`src/rtl/fds_pkg.sv`:
```
package fds_pkg;
  localparam int DW = 8;
  typedef logic [DW-1:0] dbyte_t;

  typedef enum logic [1:0] {
    ADDR_FLOOR = 2'd0,
    ADDR_VALID = 2'd1,
    ADDR_BAND  = 2'd2,
    ADDR_CTRL  = 2'd3
  } cfg_addr_e;

  localparam dbyte_t RST_FLOOR = 8'h66;
  localparam dbyte_t RST_VALID = 8'hF5;
  localparam dbyte_t RST_BAND  = 8'h10;

  function automatic dbyte_t sat_add(input dbyte_t a, input dbyte_t b);
    logic [DW:0] s;
    s = {1'b0, a} + {1'b0, b};
    return s[DW] ? '1 : s[DW-1:0];
  endfunction
endpackage

```
`src/rtl/fds_cfg_regs.sv`:
```
module fds_cfg_regs
  import fds_pkg::*;
(
  input  logic       clk,
  input  logic       rst,
  input  logic       we,
  input  logic [1:0] addr,
  input  dbyte_t     wdata,
  output dbyte_t     rdata,
  output dbyte_t     floor_q,
  output dbyte_t     valid_q,
  output dbyte_t     band_q,
  output logic [1:0] ftime_q,
  output logic       ien_q
);
  always_ff @(posedge clk) begin
    if (rst) begin
      floor_q <= RST_FLOOR;
      valid_q <= RST_VALID;
      band_q  <= RST_BAND;
      ftime_q <= 2'd0;
      ien_q   <= 1'b0;
    end else if (we) begin
      case (cfg_addr_e'(addr))
        ADDR_FLOOR: floor_q <= wdata;
        ADDR_VALID: valid_q <= wdata;
        ADDR_BAND:  band_q  <= wdata;
        default: begin
          ftime_q <= wdata[1:0];
          ien_q   <= wdata[2];
        end
      endcase
    end
  end

  always_comb begin
    case (cfg_addr_e'(addr))
      ADDR_FLOOR: rdata = floor_q;
      ADDR_VALID: rdata = valid_q;
      ADDR_BAND:  rdata = band_q;
      default:    rdata = {5'd0, ien_q, ftime_q};
    endcase
  end

  AST_CTRL_WRITE: assert property (@(posedge clk) disable iff (rst)
    we && addr == 2'd3 |=> {ien_q, ftime_q} == $past(wdata[2:0]));
endmodule

```
`src/rtl/fds_drive_ctrl.sv`:
```
module fds_drive_ctrl
  import fds_pkg::*;
(
  input  logic   clk,
  input  logic   rst,
  input  logic   stb,
  input  logic   en,
  input  dbyte_t req,
  input  dbyte_t tach,
  input  dbyte_t tgt,
  input  dbyte_t floor_v,
  input  dbyte_t valid_v,
  output dbyte_t drive_q,
  output logic   spin_q
);
  logic   tgt_full, tgt_bad, stalled, wake;
  dbyte_t floored;

  assign tgt_full = (tgt == '1);
  assign tgt_bad  = (tgt > valid_v);
  assign stalled  = (tach > valid_v);
  assign wake     = (drive_q == '0) && (req != '0);
  assign floored  = (req < floor_v) ? floor_v : req;

  always_ff @(posedge clk) begin
    if (rst) begin
      drive_q <= '0;
      spin_q  <= 1'b0;
    end else begin
      spin_q <= 1'b0;
      if (stb) begin
        if (en) begin
          spin_q <= stalled;
          if (tgt_full)     drive_q <= req;
          else if (!tgt_bad) drive_q <= floored;
        end else begin
          spin_q  <= wake;
          drive_q <= req;
        end
      end
    end
  end

  AST_DRIVE_FLOOR: assert property (@(posedge clk) disable iff (rst)
    stb && en && !tgt_full && !tgt_bad |=> drive_q >= $past(floor_v));
  AST_BAD_TARGET_HOLD: assert property (@(posedge clk) disable iff (rst)
    stb && en && !tgt_full && tgt_bad |=> $stable(drive_q));
  AST_SPIN_AFTER_STB: assert property (@(posedge clk) disable iff (rst)
    spin_q |-> $past(stb));
  AST_NO_STB_HOLD: assert property (@(posedge clk) disable iff (rst)
    !stb |=> $stable(drive_q));
endmodule

```
`src/rtl/fds_fail_detect.sv`:
```
module fds_fail_detect
  import fds_pkg::*;
#(
  parameter int BASE_LOG = 4,
  parameter int CNT_W    = 8
) (
  input  logic       clk,
  input  logic       rst,
  input  logic       stb,
  input  logic       en,
  input  dbyte_t     drive,
  input  dbyte_t     tach,
  input  dbyte_t     tgt,
  input  dbyte_t     band,
  input  logic [1:0] ftime,
  input  logic       clr,
  output logic       sts_q
);
  localparam int LIM_MAX = 1 << (BASE_LOG + 3);

  logic [CNT_W-1:0] run_q;
  logic [CNT_W:0]   run_nx, limit;
  dbyte_t           thr;
  logic             failing, hit;

  assign thr     = sat_add(tgt, band);
  assign failing = en && (drive == '1) && (tach > thr);
  assign limit   = (CNT_W+1)'(1) << (BASE_LOG + int'(ftime));
  assign run_nx  = {1'b0, run_q} + 1'b1;
  assign hit     = stb && failing && (run_nx >= limit);

  always_ff @(posedge clk) begin
    if (rst) begin
      run_q <= '0;
      sts_q <= 1'b0;
    end else begin
      if (stb) begin
        if (!failing)  run_q <= '0;
        else if (hit)  run_q <= limit[CNT_W-1:0];
        else           run_q <= run_nx[CNT_W-1:0];
      end
      if (hit)      sts_q <= 1'b1;
      else if (clr) sts_q <= 1'b0;
    end
  end

  initial begin
    assert (LIM_MAX < (1 << CNT_W)) else $error("run counter too narrow");
  end

  AST_STS_STICKY: assert property (@(posedge clk) disable iff (rst)
    sts_q && !clr |=> sts_q);
  AST_RUN_RESET_OFF: assert property (@(posedge clk) disable iff (rst)
    stb && !en |=> run_q == '0);
  AST_NO_EARLY_SET: assert property (@(posedge clk) disable iff (rst)
    $rose(sts_q) |-> $past(stb));
endmodule

```
`src/rtl/fan_drive_supervisor.sv`:
```
module fan_drive_supervisor
  import fds_pkg::*;
#(
  parameter int BASE_LOG = 4,
  parameter int CNT_W    = 8
) (
  input  logic       clk,
  input  logic       rst,
  input  logic       fsc_en,
  input  logic       sample_stb,
  input  logic [7:0] req_drive,
  input  logic [7:0] tach_cnt,
  input  logic [7:0] target_cnt,
  input  logic       cfg_we,
  input  logic [1:0] cfg_addr,
  input  logic [7:0] cfg_wdata,
  input  logic       sts_clr,
  output logic [7:0] cfg_rdata,
  output logic [7:0] drive_out,
  output logic       spin_req,
  output logic       fail_sts,
  output logic       irq
);
  dbyte_t     floor_v, valid_v, band_v;
  logic [1:0] ftime_v;
  logic       ien_v;

  fds_cfg_regs u_cfg (
    .clk(clk), .rst(rst), .we(cfg_we), .addr(cfg_addr), .wdata(cfg_wdata),
    .rdata(cfg_rdata), .floor_q(floor_v), .valid_q(valid_v), .band_q(band_v),
    .ftime_q(ftime_v), .ien_q(ien_v)
  );

  fds_drive_ctrl u_drv (
    .clk(clk), .rst(rst), .stb(sample_stb), .en(fsc_en), .req(req_drive),
    .tach(tach_cnt), .tgt(target_cnt), .floor_v(floor_v), .valid_v(valid_v),
    .drive_q(drive_out), .spin_q(spin_req)
  );

  fds_fail_detect #(.BASE_LOG(BASE_LOG), .CNT_W(CNT_W)) u_fail (
    .clk(clk), .rst(rst), .stb(sample_stb), .en(fsc_en), .drive(drive_out),
    .tach(tach_cnt), .tgt(target_cnt), .band(band_v), .ftime(ftime_v),
    .clr(sts_clr), .sts_q(fail_sts)
  );

  assign irq = fail_sts & ien_v;

  AST_IRQ_NEEDS_STS: assert property (@(posedge clk) disable iff (rst)
    irq |-> fail_sts && cfg_we == cfg_we);
endmodule

```
`config.mk`:
```
export PLATFORM = sky130hd
export DESIGN_NAME = fan_drive_supervisor
export DESIGN_NICKNAME = d
export VERILOG_FILES = /design/src/rtl/fds_pkg.sv /design/src/rtl/fds_cfg_regs.sv /design/src/rtl/fds_drive_ctrl.sv /design/src/rtl/fds_fail_detect.sv /design/src/rtl/fan_drive_supervisor.sv
export SDC_FILE = /design/constraint.sdc
export NUM_CORES = 1
export LEC_CHECK = 0
export CELL_PAD_IN_SITES_DETAIL_PLACEMENT = 1
export CELL_PAD_IN_SITES_GLOBAL_PLACEMENT = 1
export CORE_MARGIN = 2
export CORE_UTILIZATION = 36
export DETAILED_ROUTE_END_ITERATION = 6
export GPL_TIMING_DRIVEN = 1
export PLACE_DENSITY = 0.83
export REMOVE_ABC_BUFFERS = 1
export SETUP_SLACK_MARGIN = 0.02
export SLEW_MARGIN = 30
export SYNTH_ARGS = -nofsm -noshare
export SYNTH_HDL_FRONTEND = slang
export SYNTH_SLANG_ARGS = --single-unit
```
`constraint.sdc`:
```
create_clock -name clk -period 3.7 [get_ports clk]
set_input_delay 0.74 -clock clk [delete_from_list [all_inputs] [get_ports clk]]
set_output_delay 0.74 -clock clk [all_outputs]
set_load 0.01 [all_outputs]
```
==> flow_metrics.tcl <==
set metrics [dict create \
    cts_inserted_buffers 5 \
    finalClockSkew_ps 11.9 \
    synth_area_leaders "dfxtp_1, ha_1, nor2_1" \
    reg2reg_slack_ps 340 \
    p_leak_uw 0.00194 \
    htree_levels 2 \
    critPathLaunch "target_cnt[0]" \
    p_comb_share_pct 31.4 \
    vias_per_cell 5.72 \
    fin_area_sq_um 4550 \
    die_h_um 101 \
    instances_no_fill 603 \
    async_flop_share_pct 0 \
    nNetsFinal 577 \
    vias 3450 \
    multi_input_area_sq_um 2470 \
    use_met2_pct 43.7 \
    maxCapViolations 0 \
    slew_viol_final 0 \
    routed_wl_mm 11.6 \
    cp.depth 18 \
    syn_avg_cell_area_sq_um 8.21 \
    synth.largest_area_cell "dfxtp_1" \
    hold_viol 0 \
    synth-seq-area-share_pct 26.8 \
    whs_ps 486 \
    yosysWarnings 0 \
    p_sw_uw 431 \
    criticalPathCategory "in -> reg" \
    cts_hold_buf 0 \
    clock-sinks 45 \
    antenna_found_initial 0 \
    placed_cell_area_sq_um 4240 \
    crit_chain "buf_2 > ha_4 > fa_2 > a21o_1 > a21oi_2 > o21bai_2 > o21ai_2 > a21oi_4 > buf_6 > nor2_4 > ha_4 > nand4_1 > o22ai_2 > nor4_2 > buf_4 > nand4b_4 > nor3b_2 > a21o_1" \
    post-route-period-util_pct 95.3 \
    final_core_util_pct 49.7 \
    pin_count 59 \
    pwr-share-clk_pct 29.3 \
    cp-end-kind "flip-flop" \
    timing.rr.start "u_cfg.band_q[0]" \
    cp_slowest_cell "fa_2" \
    tritoncts "yes" \
    diodes 0 \
    p_int_uw 916 \
    register_area_sq_um 901 \
    dieArea_sq_um 10100 \
    drc 0 \
    yosysUniqueCellTypes 49 \
    ys.flop_type "dfxtp_1" \
    cp-start-kind "input port" \
    port_buffers 58 \
    start_util_pct 36.7 \
    crit_buf_inv 3 \
    setup_viol 0 \
    core_sq_um 9150 \
    tightest_slew_ps 647 \
    ys_seq_elements 45 \
    dp.cells 592 \
    rsz0062_at_grt "false" \
    wire_per_inst_um 19.2 \
    grt_pass1_wl_mm 18.5 \
    synth_top_area_share_pct 26.8 \
    fillers 1093 \
    yosys-top-cells-count "dfxtp_1, ha_1, nor2_1, nand2_1" \
    p_seq_share_pct 39.3 \
    grt.busiest_layer "met2" \
    endpoint "u_fail.run_q[2]" \
    die_x_um 101 \
    use_met1_pct 27.8 \
    grt-ovfl-total 0 \
    slowest_delay_ps 330 \
    drt_iter0_drc 118 \
    maxSlewHeadroom_pct 56.5 \
    area_delta_synth_final_pct 35.4 \
    syn_area_sq_um 3360 \
    clockBufferDepth 2 \
    grt_use_met3_pct 2.84 \
    peakVddDrop_mv 0.217 \
    hold_path.class "reg -> reg" \
    gp_congestion 0.880 \
    synth_edf_count 0 \
    clk_root_buffer_cell "clkbuf_8" \
    grt_pass1_vias 3697 \
    ff2ff_path_depth 17 \
    syn_inst 409 \
    ant_nets 0 \
    clock_latency_ps 320 \
    timing.fmax_ghz 0.283 \
    required_ps 3970 \
    grt_max_degree 21 \
    critPathMaxFanout 6 \
    dpl.hpwl_mm 8.80 \
    power_density_nw_per_um2 296 \
    swShare_pct 32.0 \
    track_usage_pct 23.0 \
    layout-drive-gt1-share_pct 16.1 \
    clkTransAtPathRegs_ps 100 \
    arrival_ps 3800 \
    drtPass1Iterations 4 \
    status "completed" \
    regToRegEndpoint "u_fail.run_q[2]" \
    row_count 35 \
    cp_top_family "compound AO/OA/AOI/OAI gates" \
    finalCriticalPeriod_ps 3530 \
]
==> flip-flops by register name (all words and copies together) (netlist names) <==
name           cells
u_cfg.band_q       8
u_cfg.floor_q      8
u_cfg.ftime_q      2
u_cfg.ien_q        1
u_cfg.valid_q      8
u_drv.drive_q      8
u_drv.spin_q       1
u_fail.run_q       8
u_fail.sts_q       1
==> routing by layer <==
metal,share of wire (%),vias to the layer above
met2,52,62
met4,1.4,0
met5,0,-
met3,3.1,19
met1,43,1705
li1,-,1664
==> how the worst min path moves through the flow <==
stage,start,to,depth (start not counted),slack (ps)
detailed placement,u_cfg.valid_q[3],u_cfg.valid_q[3],2,480
CTS,u_cfg.valid_q[3],u_cfg.valid_q[3],2,490
global placement,u_cfg.valid_q[1],u_cfg.valid_q[1],2,470
finish,u_cfg.valid_q[1],u_cfg.valid_q[1],2,490
global route,u_cfg.valid_q[3],u_cfg.valid_q[3],2,510
floorplan,u_cfg.valid_q[1],u_cfg.valid_q[1],2,440
==> final cells by class <==
type / count / area share [%]
repair buffers: 92 / 18.4
flip-flops and latches: 45 / 19.8
clock inverters: 3 / 1.02
well taps: 111 / 3.06
multi-input cells: 324 / 54.3
inverters: 23 / 1.90
clock buffers: 5 / 1.51
==> placed cells by master (no fill, tap or decap), drive strengths merged, types with 9 or more instances in the layout <==
cell type,n
clkdlybuf4s50,55
dfxtp,45
ha,45
nor2,43
nand2,36
buf,35
o21ai,28
a21oi,26
inv,23
nand3,15
a211o,11
mux2i,9
a21o,9
nand4,9
==> tightest hold or removal path: cells and delay by family (launching register included) <==
family             cells  cell delay (ps)
AOI/OAI and AO/OA      1               50
DFF                    1              330
and+or+nand+nor        1               60
==> stage by stage <==
| step | setup WS (ps) | setup TNS, ps | total power (uW) |
|---|---|---|---|
| 2_1_floorplan | -305 | -1810 | 723 |
| 3_3_place_gp | -706 | -5830 | 900 |
| 3_5_place_dp | -997 | -8380 | 917 |
| 4_1_cts | 24.4 | 0 | 1320 |
| 5_1_grt | 21.3 | 0 | 1410 |
| 6_report | 172 | 0 | 1350 |
==> timing repair <==
item / 4_1_cts / 5_1_grt
endpoints found under the setup margin: 9 / 9
pin swaps: 20 / 16
buffers inserted: 3 / 0
resized for setup: 31 / 15
==> power groups by stage <==
stage | Sequential (uW) | Clock, uW | Combinational (uW)
CTS | 529 | 396 | 397
floorplan | 537 | 0 | 186
global route | 532 | 418 | 460
detailed placement | 540 | 0 | 377
global placement | 539 | 0 | 361
finish | 529 | 394 | 423
==> logic make-up after synthesis <==
logic type / Yosys count / share of synthesized area, %
AND/OR/NAND/NOR: 137 / 19.9
AO/OA/AOI/OAI: 119 / 23.9
adder cells (fa/ha/maj): 46 / 17.4
flip-flops: 45 / 26.8
buffers and inverters: 40 / 4.70
multiplexers: 12 / 4.70
XOR/XNOR: 10 / 2.61
No activity file was read; power rests on OpenSTA's default activity.
